**config.mk**
```make
export PLATFORM = sky130hd
export DESIGN_NAME = refresh_sched
export DESIGN_NICKNAME = d
export VERILOG_FILES = /design/src/rtl/refsched_pkg.sv /design/src/rtl/rs_interval_timer.sv /design/src/rtl/rs_owed_counter.sv /design/src/rtl/rs_issue_fsm.sv /design/src/rtl/refresh_sched.sv
export SDC_FILE = /design/constraint.sdc
export NUM_CORES = 1
export LEC_CHECK = 0
export BUFFER_PORTS_ARGS = -buffer_cell sky130_fd_sc_hd__buf_2
export CAP_MARGIN = 20
export CELL_PAD_IN_SITES_DETAIL_PLACEMENT = 1
export CELL_PAD_IN_SITES_GLOBAL_PLACEMENT = 1
export CORE_MARGIN = 8
export CORE_UTILIZATION = 43
export DETAILED_ROUTE_END_ITERATION = 8
export PLACE_DENSITY_LB_ADDON = 0.12
export SLEW_MARGIN = 20
export SYNTH_ARGS = -nofsm -noshare
export SYNTH_HDL_FRONTEND = slang
export SYNTH_HIERARCHICAL = 1
export SYNTH_SLANG_ARGS = --single-unit
```
**constraint.sdc**
```tcl
create_clock -name clk -period 4.9 [get_ports clk]
set_clock_uncertainty 0.15 [all_clocks]
set_input_delay 1.47 -clock clk [delete_from_list [all_inputs] [get_ports clk]]
set_output_delay 1.47 -clock clk [all_outputs]
set_load 0.01 [all_outputs]
```
**src/rtl/refsched_pkg.sv**
```systemverilog
package refsched_pkg;
  typedef enum logic [1:0] {
    RS_IDLE   = 2'd0,
    RS_PREALL = 2'd1,
    RS_BLOCK  = 2'd2
  } rs_state_t;
endpackage

```
**src/rtl/rs_interval_timer.sv**
```systemverilog
module rs_interval_timer #(
  parameter int CNT_W = 16
) (
  input  logic             clk,
  input  logic             rst,
  input  logic [CNT_W-1:0] cfg_interval,
  output logic             tick
);
  logic [CNT_W-1:0] cnt;

  always_ff @(posedge clk) begin
    if (rst) begin
      cnt  <= '0;
      tick <= 1'b0;
    end else if (cnt >= cfg_interval - 1'b1) begin
      cnt  <= '0;
      tick <= 1'b1;
    end else begin
      cnt  <= cnt + 1'b1;
      tick <= 1'b0;
    end
  end

  AST_TICK_ISOLATED: assert property (@(posedge clk) disable iff (rst) tick |=> !tick);
endmodule

```
**src/rtl/rs_owed_counter.sv**
```systemverilog
module rs_owed_counter #(
  parameter int OWED_W = 5,
  parameter int LIMIT  = 8
) (
  input  logic                     clk,
  input  logic                     rst,
  input  logic                     tick,
  input  logic                     issue,
  output logic signed [OWED_W-1:0] owed,
  output logic                     pending,
  output logic                     urgent
);
  localparam logic signed [OWED_W-1:0] ZERO  = '0;
  localparam logic signed [OWED_W-1:0] ONE   = OWED_W'(1);
  localparam logic signed [OWED_W-1:0] LIM_S = OWED_W'(LIMIT);

  always_ff @(posedge clk) begin
    if (rst) begin
      owed <= ZERO;
    end else begin
      case ({tick, issue})
        2'b10:   owed <= owed + ONE;
        2'b01:   owed <= owed - ONE;
        default: owed <= owed;
      endcase
    end
  end

  assign pending = (owed > ZERO);
  assign urgent  = (owed >= LIM_S);

  AST_OWED_LIMIT:    assert property (@(posedge clk) disable iff (rst) owed <= LIM_S);
  AST_OWED_NONNEG:   assert property (@(posedge clk) disable iff (rst) owed >= ZERO);
  AST_ISSUE_IN_DEBT: assert property (@(posedge clk) disable iff (rst) issue |-> $past(owed > ZERO));
endmodule

```
**src/rtl/rs_issue_fsm.sv**
```systemverilog
module rs_issue_fsm
  import refsched_pkg::*;
#(
  parameter int TRFC_W = 10
) (
  input  logic              clk,
  input  logic              rst,
  input  logic              pending,
  input  logic              urgent,
  input  logic              bus_busy,
  input  logic              banks_idle,
  input  logic [TRFC_W-1:0] cfg_trfc,
  output logic              pre_all_req,
  output logic              ref_cmd,
  output logic              cmd_block
);
  rs_state_t         state;
  logic [TRFC_W-1:0] blk_cnt;

  always_ff @(posedge clk) begin
    if (rst) begin
      state       <= RS_IDLE;
      pre_all_req <= 1'b0;
      ref_cmd     <= 1'b0;
      blk_cnt     <= '0;
    end else begin
      ref_cmd <= 1'b0;
      case (state)
        RS_IDLE: begin
          if (pending && (!bus_busy || urgent)) begin
            state       <= RS_PREALL;
            pre_all_req <= 1'b1;
          end
        end
        RS_PREALL: begin
          if (banks_idle) begin
            state       <= RS_BLOCK;
            pre_all_req <= 1'b0;
            ref_cmd     <= 1'b1;
            blk_cnt     <= cfg_trfc;
          end
        end
        RS_BLOCK: begin
          if (blk_cnt <= TRFC_W'(1)) state <= RS_IDLE;
          else                       blk_cnt <= blk_cnt - 1'b1;
        end
        default: state <= RS_IDLE;
      endcase
    end
  end

  assign cmd_block = (state == RS_BLOCK);

  AST_REF_AFTER_CLOSE:  assert property (@(posedge clk) disable iff (rst) ref_cmd |-> $past(pre_all_req && banks_idle));
  AST_REF_OUTSIDE_TRFC: assert property (@(posedge clk) disable iff (rst) ref_cmd |-> !$past(cmd_block));
  AST_BLOCK_FROM_REF:   assert property (@(posedge clk) disable iff (rst) $rose(cmd_block) |-> ref_cmd);
  AST_URGENT_PREEMPTS:  assert property (@(posedge clk) disable iff (rst) (state == RS_IDLE && urgent) |=> pre_all_req);
endmodule

```
**src/rtl/refresh_sched.sv**
```systemverilog
module refresh_sched #(
  parameter int CNT_W   = 16,
  parameter int TRFC_W  = 10,
  parameter int MAX_GAP = 9,
  localparam int LIMIT  = MAX_GAP - 1,
  localparam int OWED_W = $clog2(MAX_GAP + 1) + 1
) (
  input  logic              clk,
  input  logic              rst,
  input  logic [CNT_W-1:0]  cfg_interval,
  input  logic [TRFC_W-1:0] cfg_trfc,
  input  logic              bus_busy,
  input  logic              banks_idle,
  output logic              ref_req,
  output logic              ref_urgent,
  output logic              pre_all_req,
  output logic              ref_cmd,
  output logic              cmd_block,
  output logic              cke_hold,
  output logic [OWED_W-1:0] owed_count
);
  logic                     tick;
  logic signed [OWED_W-1:0] owed;
  logic                     pending;
  logic                     urgent;

  rs_interval_timer #(.CNT_W(CNT_W)) u_timer (
    .clk          (clk),
    .rst          (rst),
    .cfg_interval (cfg_interval),
    .tick         (tick)
  );

  rs_owed_counter #(.OWED_W(OWED_W), .LIMIT(LIMIT)) u_owed (
    .clk     (clk),
    .rst     (rst),
    .tick    (tick),
    .issue   (ref_cmd),
    .owed    (owed),
    .pending (pending),
    .urgent  (urgent)
  );

  rs_issue_fsm #(.TRFC_W(TRFC_W)) u_fsm (
    .clk         (clk),
    .rst         (rst),
    .pending     (pending),
    .urgent      (urgent),
    .bus_busy    (bus_busy),
    .banks_idle  (banks_idle),
    .cfg_trfc    (cfg_trfc),
    .pre_all_req (pre_all_req),
    .ref_cmd     (ref_cmd),
    .cmd_block   (cmd_block)
  );

  assign ref_req    = pending;
  assign ref_urgent = urgent;
  assign cke_hold   = cmd_block;
  assign owed_count = $unsigned(owed);

  AST_NO_URGENT_IN_RESET: assert property (@(posedge clk) $past(rst) |-> !ref_urgent && !ref_req);
endmodule

```
Word level (Yosys, flattened, before mapping)
Index checks and enable logic that the tools add are counted.
- bitwise logic cells: 1
- add/subtract/negate cells: 5
- reduce and logical (&&, ||, !) cells: 12
- equal/unequal tests: 8
- magnitude comparators: 4
- multiplexer cells: 13
- operator list (operator ; number):
    10-bit two-way mux ; 2
    10-bit one-hot mux with 2 select lines ; 1
    16-bit by 1-bit adder with 16-bit output, second input constant ; 1
    16-bit greater-or-equal comparator ; 1
    16-bit by 1-bit subtractor with 16-bit output, second input constant ; 1
    10-bit by 1-bit <= comparator with 1-bit output, second input constant ; 1
    5-bit one-hot mux with 2 select lines ; 1
    10-bit by 1-bit subtractor with 10-bit output, second input constant ; 1
    3-bit AND reduction ; 3
    2-bit two-way mux ; 3
    2-bit one-hot mux with 3 select lines ; 1
    2-bit nonzero test ; 3
    5-bit by 2-bit adder with 5-bit output, second input constant ; 1
    5-bit greater-or-equal comparator, second input constant ; 1
    5-bit by 1-bit > comparator with 1-bit output, second input constant ; 1
    5-bit by 2-bit subtractor with 5-bit output, second input constant ; 1
    2-bit by 1-bit == test with 1-bit output, second input constant ; 2
    2-bit == test, second input constant ; 2
    1-bit two-way mux ; 4
    2-bit by 1-bit != test with 1-bit output, second input constant ; 2
    2-bit != test, second input constant ; 2
    2-bit OR reduction ; 2
    2-bit logical NOT ; 1
    1-bit one-hot mux with 2 select lines ; 1
    4 further kinds ; 4
- output and inout bits: 11
- word-level logic and storage cells: 50
- flip-flop bits (word level): 36

Logic depth before layout (Yosys ltp)
- word-level depth: 5
- depth in mapped cells: 12

Cells and area by module
The synthesis kept the hierarchy.
- modules (own cells, without submodules) (module ; seq. area each (um2) ; area each (um2) ; cells an instance ; times used):
    rs_interval_timer ; 340.3 ; 1360.1 ; 157 ; 1
    rs_issue_fsm ; 280.3 ; 807.0 ; 100 ; 1
    rs_owed_counter ; 100.1 ; 465.4 ; 50 ; 1
    refresh_sched ; 0.0 ; 7.5 ; 1 ; 1

Worst setup path after synthesis
OpenSTA, ideal clock, no wires.
- path kind: input to register
- start point: in cfg_interval[10]
- end point: reg u_timer.cnt[10]
- arrival time: 3753 ps
- stages: 10
- setup time: 130 ps
- data required time: 4620 ps
- slack: 867 ps
- cells stage by stage: nor4_1 nand3_1 nor3b_1 xnor2_1 ha_1 nand4_1 or3_4 a311oi_4 buf_6 nor4_1
- cells in the longest elaborated chain, start to end: 3
- RTL lines (element ; line ; text):
    start, declared ; refresh_sched.sv:10 ; input logic [CNT_W-1:0] cfg_interval,
    16-bit by 1-bit subtractor with 16-bit output ; rs_interval_timer.sv:15 ; end else if (cnt >= cfg_interval - 1'b1) begin
    16-bit greater-or-equal comparator ; rs_interval_timer.sv:15 ;
    2-bit OR reduction (no source line) ; - ;
    end signal, assigned ; rs_interval_timer.sv:19 ; cnt <= cnt + 1'b1;
    end, declared ; rs_interval_timer.sv:9 ; logic [CNT_W-1:0] cnt;
No other way between the ends.
A chain may end at the register's enable or synchronous reset.

Worst setup path in the final report
- start point: in cfg_interval[10]
- end point: reg u_timer.tick
- cells in the longest elaborated chain, start to end: 3
- RTL lines (element ; line ; text):
    16-bit by 1-bit subtractor with 16-bit output ; rs_interval_timer.sv:15 ;
    16-bit greater-or-equal comparator ; rs_interval_timer.sv:15 ;
    1-bit two-way mux ; rs_interval_timer.sv:15 ;
    end signal, assigned ; rs_interval_timer.sv:14 ; tick <= 1'b0;
    end signal, assigned ; rs_interval_timer.sv:17 ; tick <= 1'b1;
    end signal, assigned ; rs_interval_timer.sv:20 ; tick <= 1'b0;
    end, declared ; rs_interval_timer.sv:7 ; output logic tick
No other way between the ends.

==> flow_summary.toml <==
[floorplanning]
die_w_um = 94.4
die_area_um2 = 8900
core_area_um2 = 5920
die_h_um = 94.4
rows = 28
io_pins = 41
start_util_pct = 44.6

[place]
dpl_worst_slack_ns = 0.420
numPortBuffers = 40
hpwl_um = 5290
routabilityCongestion = 0.800

[global_routing]
grt_overflow = 0
grt_pass1_wl_um = 11600
antenna_found_initial = 0
grt_use_total_pct = 16.0
grt_pass1_vias = 2533
grt_max_degree = 25

[timing]
rsz0062_at_grt = "false"
timing.fmax_mhz = 240
finalSetupTns_ns = 0
worst_slack_ns = 0.726
setup_viol_count_final = 0
tightestPinTransition_ns = 0.678
fin_crit_sh_pct = 85.2
slew_headroom_pct = 54.8
min_period_ns = 4.17
slew_viol_final = 0
hold_viol = 0

[setup_path]
critPathRequiredTime_ns = 4.98
cp_max_fo = 13
path_cells = "buf_2, nor4_1, nand3_1, nor3b_1, xnor2_1, ha_1, nand4_1, or3_4, a311oi_4, buf_12, o41a_1"
start_kind = "primary input"
crit_type = "in -> reg"
crit_arrival_ns = 4.25
end_kind = "flop"
slowest_delay_ns = 0.46
slowest_stage = "nor4_1"

[routing]
routed_wirelength_um = 6750
viasPerCell = 5.82
vias = 2451
antenna_left = 0
drtIter0Drc = 61
wire_per_inst_um = 16.0
drc_errors = 0
firstDrtPassIters = 4

[job]
maxCapViolations = 0

[final_layout]
drive_gt1_share_pct = 19.9
multiInputGateArea_um2 = 1780
nets = 399
diodes = 0
n_fill_cell = 746
final_common_cell = "buf_2"
regArea_um2 = 721
area_growth_pct = 12.8
final_cell_mix = "buf_2, dfxtp_1, nor2_1, nor4_1, ha_1"
utilization_pct = 50.3

[clock_tree]
worst_skew_pair.late_latency_ns = 0.29
cts.sinks = 36
cts_root_buffer = "clkbuf_8"
clkTransAtPathRegs_ns = 0.07
cts_resized = 0
cts_buffer_depth = 2
cts_hold_buf = 0
cts_setup_buffers = 0
cts_buffers = 5
cts_tree = "yes"
htreeDepth = 2

[synth]
yosysTopAreaCellShare_pct = 27.3
synth_area_per_cell_um2 = 8.57
syn-cell-area_um2 = 2640
synthArstFlopShare_pct = 0
yosysWarnings = 6
synth_cells = 308
synthTopCellsByArea = "dfxtp_1, ha_1, xnor2_1"
ys.flop_type = "dfxtp_1"
yosysUniqueCellTypes = 61
yosysTopAreaCell = "dfxtp_1"
ys_seq_area_share_pct = 27.3
synth_edf_count = 0
syn-num-nets = 362
synth-seq-cells = 36

[pwr]
ir_drop_v = 0.0000972
p_leak_nw = 1.17
total_power_uw = 573
p_per_area_nw_per_um2 = 192

[worst_hold_path]
min_path_type = "reg -> reg"

[outcome]
status = "completed"
==> final cells by class <==
| type | count | area share, % |
|---|---|---|
| clock buffer | 8 | 3.02 |
| inverter | 16 | 2.02 |
| multi-input combinational | 243 | 59.7 |
| sequential | 36 | 24.2 |
| tap | 75 | 3.15 |
| timing repair buffer | 43 | 7.90 |
==> synthesized netlist by cell type (5+ instances only) <==
library cell and number:
clkbuf_1 7, ha_1 24, o21ai_0 6, nand2_1 16
nor2b_1 5, inv_1 15, nor4_1 24, xor2_1 9
nand4_1 6, dfxtp_1 36, nor2_1 25, nand3_1 9
a21oi_1 14, nor3_1 12, xnor2_1 21
==> worst max-delay path, delay by kind of cell <==
| family | cells | cell delay, ns |
|---|---|---|
| xor gates and xnor gates | 1 | 0.11 |
| AOI/OAI and AO/OA | 2 | 0.50 |
| and+or+nand+nor | 5 | 1.57 |
| adders and majority gates | 1 | 0.30 |
| buffers and inverters | 2 | 0.30 |
==> registers in the layout, summed over array words and instances (netlist names) <==
signal             cells
u_fsm/blk_cnt         10
u_fsm/pre_all_req      1
u_fsm/ref_cmd          1
u_fsm/state            2
u_owed/owed            5
u_timer/cnt           16
u_timer/tick           1
==> layer usage <==
layer | GRT usage [%] | part of all wire, %
met3 | 3.97 | 4.6
met5 | 0 | 0
met2 | 27.7 | 50
met4 | 5.15 | 1.6
met1 | 18.7 | 44
==> power by group <==
| group | switching [mW] | internal, mW |
|---|---|---|
| registers | 0.00284 | 0.295 |
| logic | 0.0303 | 0.0249 |
| clock network | 0.106 | 0.115 |
==> cell families (layout without fill, tap and decap cells) <==
kind of cell               Yosys count  count (layout)  share of synthesized area, %
and+or+nand+nor                    129             129                          28.1
AOI/OAI and AO/OA                   58              58                          16.9
DFF                                 36              36                          27.3
xor gates and xnor gates            30              30                          9.95
buffers and inverters               29              67                          5.45
adders and majority gates           24              24                          11.4
muxes                                2               2                         0.948
==> final timing paths <==
check / slack [ns] / endpoint / cells after the start / from
max: 0.73 / u_timer/tick / 11 / cfg_interval[10]
min reg2reg: 0.35 / u_fsm/blk_cnt[9] / 2 / u_fsm/blk_cnt[9]
min: 0.35 / u_fsm/blk_cnt[9] / 2 / u_fsm/blk_cnt[9]
max reg2reg: 2.59 / u_fsm/blk_cnt[3] / 5 / u_fsm/state[0]
==> through the flow <==
step | hold WS [ns] | cells | area [µm²]
floorplan | 0.299 | 308 | 2640
global placement | 0.294 | 413 | 2890
detailed placement | 0.339 | 413 | 2890
CTS | 0.350 | 421 | 2980
global route | 0.385 | 421 | 2980
finish | 0.346 | 421 | 2980
Note: power is estimated with default switching activity, not from simulation.
